File: src/rtl/bb_pkg.sv
package bb_pkg;
  localparam int unsigned ADDR_W    = 32;
  localparam int unsigned DATA_W    = 32;
  localparam int unsigned BIT_W     = $clog2(DATA_W);
  localparam int unsigned N_REGIONS = 2;

  // index 0: RAM region, index 1: peripheral region
  localparam logic [N_REGIONS-1:0][ADDR_W-1:0] BB_BASE    = {32'h4000_0000, 32'h2000_0000};
  localparam logic [N_REGIONS-1:0][ADDR_W-1:0] ALIAS_BASE = {32'h4200_0000, 32'h2200_0000};

  typedef enum logic [2:0] {
    ST_IDLE,
    ST_PASS,
    ST_BIT_RD,
    ST_RMW_RD,
    ST_RMW_WR
  } bb_state_e;
endpackage

File: src/rtl/bb_decode.sv
module bb_decode
  import bb_pkg::*;
#(
  parameter int unsigned SPAN_LOG2 = 20
) (
  input  logic [ADDR_W-1:0] addr_i,
  input  logic              xlate_en_i,
  output logic              hit_o,
  output logic [ADDR_W-1:0] tgt_addr_o,
  output logic [BIT_W-1:0]  bit_pos_o
);
  localparam int unsigned WIN_LOG2 = SPAN_LOG2 + BIT_W;
  localparam int unsigned LSB_W    = BIT_W + 2;

  logic [N_REGIONS-1:0] match;
  logic [ADDR_W-1:0]    word_off;

  assign word_off = ADDR_W'(addr_i[WIN_LOG2-1:LSB_W]) << 2;

  for (genvar k = 0; k < N_REGIONS; k++) begin : g_region
    assign match[k] = (addr_i[ADDR_W-1:WIN_LOG2] == ALIAS_BASE[k][ADDR_W-1:WIN_LOG2]);
  end

  always_comb begin
    hit_o      = 1'b0;
    tgt_addr_o = '0;
    for (int k = 0; k < N_REGIONS; k++) begin
      if (match[k]) begin
        hit_o      = xlate_en_i;
        tgt_addr_o = BB_BASE[k] + word_off;
      end
    end
  end

  assign bit_pos_o = addr_i[LSB_W-1:2];
endmodule

File: src/rtl/bb_merge.sv
module bb_merge
  import bb_pkg::*;
(
  input  logic [DATA_W-1:0] word_i,
  input  logic [BIT_W-1:0]  bit_pos_i,
  input  logic              val_i,
  output logic [DATA_W-1:0] word_o
);
  for (genvar b = 0; b < DATA_W; b++) begin : g_bit
    assign word_o[b] = (bit_pos_i == BIT_W'(b)) ? val_i : word_i[b];
  end
endmodule

File: src/rtl/bitband_bridge.sv
module bitband_bridge
  import bb_pkg::*;
#(
  parameter int unsigned SPAN_LOG2 = 20
) (
  input  logic              clk_i,
  input  logic              rst_ni,
  input  logic              cpu_req_i,
  input  logic              from_cpu_i,
  input  logic              cpu_we_i,
  input  logic [ADDR_W-1:0] cpu_addr_i,
  input  logic [DATA_W-1:0] cpu_wdata_i,
  output logic              cpu_ack_o,
  output logic [DATA_W-1:0] cpu_rdata_o,
  output logic              mem_req_o,
  output logic              mem_we_o,
  output logic              mem_lock_o,
  output logic [ADDR_W-1:0] mem_addr_o,
  output logic [DATA_W-1:0] mem_wdata_o,
  input  logic              mem_ack_i,
  input  logic [DATA_W-1:0] mem_rdata_i
);
  bb_state_e         state_q;
  logic              we_q, setv_q;
  logic [ADDR_W-1:0] addr_q;
  logic [DATA_W-1:0] wdata_q, rd_word_q, merged;
  logic [BIT_W-1:0]  bit_q;
  logic              dec_hit;
  logic [ADDR_W-1:0] dec_tgt;
  logic [BIT_W-1:0]  dec_bit;

  bb_decode #(.SPAN_LOG2(SPAN_LOG2)) i_decode (
    .addr_i    (cpu_addr_i),
    .xlate_en_i(from_cpu_i),
    .hit_o     (dec_hit),
    .tgt_addr_o(dec_tgt),
    .bit_pos_o (dec_bit)
  );

  bb_merge i_merge (
    .word_i   (mem_rdata_i),
    .bit_pos_i(bit_q),
    .val_i    (setv_q),
    .word_o   (merged)
  );

  always_ff @(posedge clk_i or negedge rst_ni) begin
    if (!rst_ni) begin
      state_q   <= ST_IDLE;
      we_q      <= 1'b0;
      setv_q    <= 1'b0;
      addr_q    <= '0;
      wdata_q   <= '0;
      rd_word_q <= '0;
      bit_q     <= '0;
    end else begin
      unique case (state_q)
        ST_IDLE: if (cpu_req_i) begin
          we_q    <= cpu_we_i;
          bit_q   <= dec_bit;
          setv_q  <= cpu_wdata_i[0];
          wdata_q <= cpu_wdata_i;
          if (dec_hit) begin
            addr_q  <= dec_tgt;
            state_q <= cpu_we_i ? ST_RMW_RD : ST_BIT_RD;
          end else begin
            addr_q  <= cpu_addr_i;
            state_q <= ST_PASS;
          end
        end
        ST_PASS, ST_BIT_RD, ST_RMW_WR: if (mem_ack_i) state_q <= ST_IDLE;
        ST_RMW_RD: if (mem_ack_i) begin
          wdata_q   <= merged;
          rd_word_q <= mem_rdata_i;
          state_q   <= ST_RMW_WR;
        end
        default: state_q <= ST_IDLE;
      endcase
    end
  end

  assign mem_req_o   = (state_q != ST_IDLE);
  assign mem_we_o    = ((state_q == ST_PASS) && we_q) || (state_q == ST_RMW_WR);
  assign mem_lock_o  = (state_q == ST_RMW_RD) || (state_q == ST_RMW_WR);
  assign mem_addr_o  = addr_q;
  assign mem_wdata_o = wdata_q;
  assign cpu_ack_o   = mem_ack_i &&
                       ((state_q == ST_PASS) || (state_q == ST_BIT_RD) || (state_q == ST_RMW_WR));

  always_comb begin
    cpu_rdata_o = '0;
    if (state_q == ST_PASS) cpu_rdata_o = mem_rdata_i;
    else if (state_q == ST_BIT_RD) cpu_rdata_o = DATA_W'(mem_rdata_i[bit_q]);
  end

  function automatic logic in_bb_region(input logic [ADDR_W-1:0] a);
    logic r;
    r = 1'b0;
    for (int k = 0; k < N_REGIONS; k++)
      if (a[ADDR_W-1:SPAN_LOG2] == BB_BASE[k][ADDR_W-1:SPAN_LOG2]) r = 1'b1;
    return r;
  endfunction

  a_r2_target_in_region: assert property (@(posedge clk_i) disable iff (!rst_ni)
    ((state_q == ST_BIT_RD) || mem_lock_o) |-> (in_bb_region(mem_addr_o) && (mem_addr_o[1:0] == 2'b00)));

  a_r4_one_bit_changed: assert property (@(posedge clk_i) disable iff (!rst_ni)
    (state_q == ST_RMW_WR) |-> ($countones(mem_wdata_o ^ rd_word_q) <= 1));

  a_r5_no_gap: assert property (@(posedge clk_i) disable iff (!rst_ni)
    (mem_lock_o && mem_ack_i && !mem_we_o) |=> (mem_req_o && mem_we_o && mem_lock_o && $stable(mem_addr_o)));

  a_r5_req_held: assert property (@(posedge clk_i) disable iff (!rst_ni)
    (mem_req_o && !mem_ack_i) |=> (mem_req_o && $stable(mem_addr_o) && $stable(mem_we_o)));

  a_r6_single_ack: assert property (@(posedge clk_i) disable iff (!rst_ni)
    cpu_ack_o |=> !cpu_ack_o);

  a_r3_bit_only: assert property (@(posedge clk_i) disable iff (!rst_ni)
    (cpu_ack_o && !mem_we_o && (state_q == ST_BIT_RD)) |-> (cpu_rdata_o[DATA_W-1:1] == '0));
endmodule

File: config.mk
export PLATFORM = sky130hd
export DESIGN_NAME = bitband_bridge
export DESIGN_NICKNAME = d
export VERILOG_FILES = /design/src/rtl/bb_pkg.sv /design/src/rtl/bb_decode.sv /design/src/rtl/bb_merge.sv /design/src/rtl/bitband_bridge.sv
export SDC_FILE = /design/constraint.sdc
export NUM_CORES = 1
export LEC_CHECK = 0
export ABC_CLOCK_PERIOD_IN_PS = 3160
export BUFFER_PORTS_ARGS = -buffer_cell sky130_fd_sc_hd__buf_2
export CAP_MARGIN = 10
export CELL_PAD_IN_SITES_DETAIL_PLACEMENT = 1
export CELL_PAD_IN_SITES_GLOBAL_PLACEMENT = 1
export CORE_UTILIZATION = 37
export DETAILED_ROUTE_END_ITERATION = 10
export PLACE_DENSITY_LB_ADDON = 0.1
export SYNTH_ARGS = -nofsm -noshare
export SYNTH_HDL_FRONTEND = slang
export SYNTH_SLANG_ARGS = --single-unit
File: constraint.sdc
create_clock -name clk_i -period 3.16 [get_ports clk_i]
set_input_delay 0.474 -clock clk_i [delete_from_list [all_inputs] [get_ports clk_i]]
set_output_delay 0.474 -clock clk_i [all_outputs]
set_load 0.03 [all_outputs]
==> summary.txt <==
Run status
  – Outcome: completed

Timing
  – Max_slew headroom: 31.82%
  – Final period util: 91.33%
  – Max Slew Vio Count: 0
  – Fmax: 0.3465 GHz
  – TNS Setup: 0 ns
  – Slew at the pin closest to its max-slew limit: 1.023 ns
  – Final setup viols: 0
  – RSZ-0062 raised after global routing: no
  – Final Hold Fails: 0
  – Worst Skew: 0.007381 ns
  – Post-layout min period: 2.886 ns

Logic synthesis
  – Multiplexer area fraction after synthesis: 16.13%
  – Fraction of registers with async set/reset: 100.0%
  – Post-synthesis average cell area: 8.889 um2
  – Synth top area cells: dfrtp_1 (41%), mux2_2 (8.2%), nand2_1 (6.3%)
  – Seq cells post-synth: 74
  – Post-Synth Simple-Gate Area: 25.32%
  – Synth Area in Compound Gates: 12.44%
  – Yosys top cell area share: 41.09%
  – Synth unique cells: 43
  – Number of flops mapped to enable cells by yosys: 0
  – Prevailing post-synth register cell: dfrtp_1
  – Main combinational cell family by area after synthesis: simple AND/OR/NAND/NOR gates
  – XOR/XNOR Fraction of Synth Area: 0.1943%
  – Synth area leader: dfrtp_1
  – Cells after Synth: 507
  – Syn nets: 609
  – Seq/Total Area, Yosys: 41.09%
  – Synth Area in Adders: 0%
  – Yosys warnings: 0
  – Synthesized cell area: 4507 um2

Setup path
  – WS Path Type: flip-flop to primary output
  – CP required: 2.69 ns
  – WP data arrival: 2.41 ns
  – Worst-path maximum fanout: 17
  – Crit. End Element: primary output
  – Startpoint types: flip-flop

Finish
  – Fillers: 1424
  – N_diodes: 0
  – Area grow syn2layout: 30.26%
  – Commonest non-fill, non-tap cell in the layout: buf_2
  – Most frequent cells in the layout: buf_2 (200), nand2_1 (75), dfrtp_1 (74), o21ai_0 (53), nand3_1 (41)
  – Storage element area: 1852 um2
  – # nets final: 784
  – Post-route cell area: 5871 um2
  – Multi-input logic area: 2451 um2
  – Ratio of cells with drive above 1 in the final layout: 40.17%

Routing
  – Vias post-DR: 4520
  – Total wire length: 15050 um
  – Initial DRT Pass Iterations: 4
  – Vias per std cell: 5.446
  – Wire per inst: 18.13 um
  – Antenna Nets Post-Route: 0
  – Initial DRC Count: 200
  – DRC: 0

Power and ir drop
  – Pwr per Cell Area: 679.3 nW/um2
  – Lkg Pwr: 2.928 nW
  – Worst VDD drop: 0.3037 mV

Run
  – Max Cap Viol: 0

Global routing
  – Vias in the first global route: 4778
  – Grt peak-use layer: met2
  – Global Route Usage Sum: 24.82%
  – Met2 Track Usage GR: 43.02%
  – Antenna violations before repair: 0
  – Total gr overflow: 0
  – GR Layer Usage met3: 5.616%
  – Largest net degree at the start of global routing: 75
  – Met1 usage: 30.06%
  – Global-route wire length before repair: 24510 um

Clocking
  – Clock tree sinks: 74
  – CTS Hold Bufs: 0
  – CTS H-tree depth: 3
  – CTS clock-pin slew for the worst setup and hold paths: 0.06 ns
  – # Post-CTS Setup Buffers: 0
  – CTS max path bufs: 2
  – CTS Root Cell: clkbuf_16
  – CTS tree: done
  – CTS resizes: 0
  – Clock latency at the later pin of the worst-skew pair: 0.34 ns
  – CTS Buf Count: 9

Floorplanning
  – DIE HEIGHT: 112.4 um
  – Num ports: 202
  – DIE AREA: 12630 um2
  – Initial Util: 38.64%
  – Core area: 11660 um2
  – Site row count: 39
  – Die Span X: 112.4 um

Placed design
  – Routability cong.: 0.8081
  – Final HPWL DP: 10740 um
  – Buffers on Ports: 201
  – Placed inst area: 5567 um2

Worst hold path
  – Tightest Hold Check Type: primary input to asynchronous set/reset pin
==> power breakdown <==
group	internal (mW)	switching, mW	leakage [nW]	total, mW
Combinational	0.529	1.03	1.89	1.56
Sequential	1.16	0.198	0.894	1.36
Clock	0.635	0.430	0.149	1.06
Total	2.33	1.66	2.93	3.99
==> cells by family (layout without fill, tap and decap cells) <==
family | Yosys count | in the layout
AO/OA/AOI/OAI | 98 | 98
multiplexers | 61 | 61
buffers and inverters | 46 | 226
AND/OR/NAND/NOR | 227 | 227
XOR/XNOR | 1 | 1
flip-flops | 74 | 74
==> Yosys cell counts (2+ instances only) <==
cell       n
a21oi_1    4
a31oi_1   32
and2_1    32
and3b_1    5
buf_1      4
buf_2     14
buf_4      3
buf_6      2
clkbuf_1  21
dfrtp_1   74
mux2_2    33
mux2i_1   22
mux4_2     6
nand2_1   76
nand2b_1   9
nand3_1   41
nand3b_1   7
nand4b_1   2
nor2_1    37
nor2b_1    2
nor3b_1    3
o21ai_0   53
o22ai_1    2
or3b_2     4
==> routing by layer <==
metal	share of wire, %	up-vias
li1	-	2132
met3	6.4	21
met1	42	2195
met5	0	-
met2	50	172
met4	1.9	0
==> registers in the layout, summed over array words and instances (netlist names) <==
name / cells
setv_q: 1
mem_addr_o: 32
bit_q: 5
state_q: 3
mem_wdata_o: 32
we_q: 1
==> per-stage QoR <==
stage	instances	power [mW]	setup slack (ns)	hold WS, ns	utilization (%)
floorplan	507	2.412	0.9715	0.1784	-
global placement	814	2.899	0.7010	0.4458	47.73
detailed placement	814	2.945	0.6364	0.4584	47.73
CTS	830	4.018	0.2612	0.3366	50.34
global route	830	4.202	0.1552	0.3475	50.34
finish	830	3.988	0.2739	0.2737	50.34
==> path summary, 6_finish.rpt <==
| check | slack (ns) | cells after the start | to | startpoint |
|---|---|---|---|---|
| setup / recovery | 0.27 | 5 | cpu_rdata_o[0] | bit_q[1] |
| hold / removal | 0.27 | 1 | mem_wdata_o[13] | rst_ni |
| setup reg to reg | 0.95 | 4 | mem_wdata_o[26] | bit_q[1] |
| hold reg to reg | 0.47 | 2 | mem_addr_o[31] | mem_addr_o[31] |
| max in group asynchronous | 2.23 | 1 | mem_addr_o[3] | rst_ni |
| min in group clk_i | 0.34 | 3 | mem_addr_o[26] | cpu_addr_i[26] |
==> worst max-delay path, stage by stage, from the launching register on <==
cell     delay [ns]
dfrtp_1        0.75
mux4_2         0.59
mux2i_1        0.18
nor2_1         0.07
o311a_1        0.29
buf_2          0.19
==> area by class of cell <==
| type | instances | area share, % |
|---|---|---|
| flip-flops and latches | 74 | 31.54 |
| clock inverters | 6 | 1.108 |
| clock buffers | 10 | 4.071 |
| multi-input cells | 387 | 41.75 |
| inverters | 1 | 0.06394 |
| well taps | 143 | 3.048 |
| repair buffers | 209 | 18.41 |
Note: power is estimated with default switching activity, not from simulation.
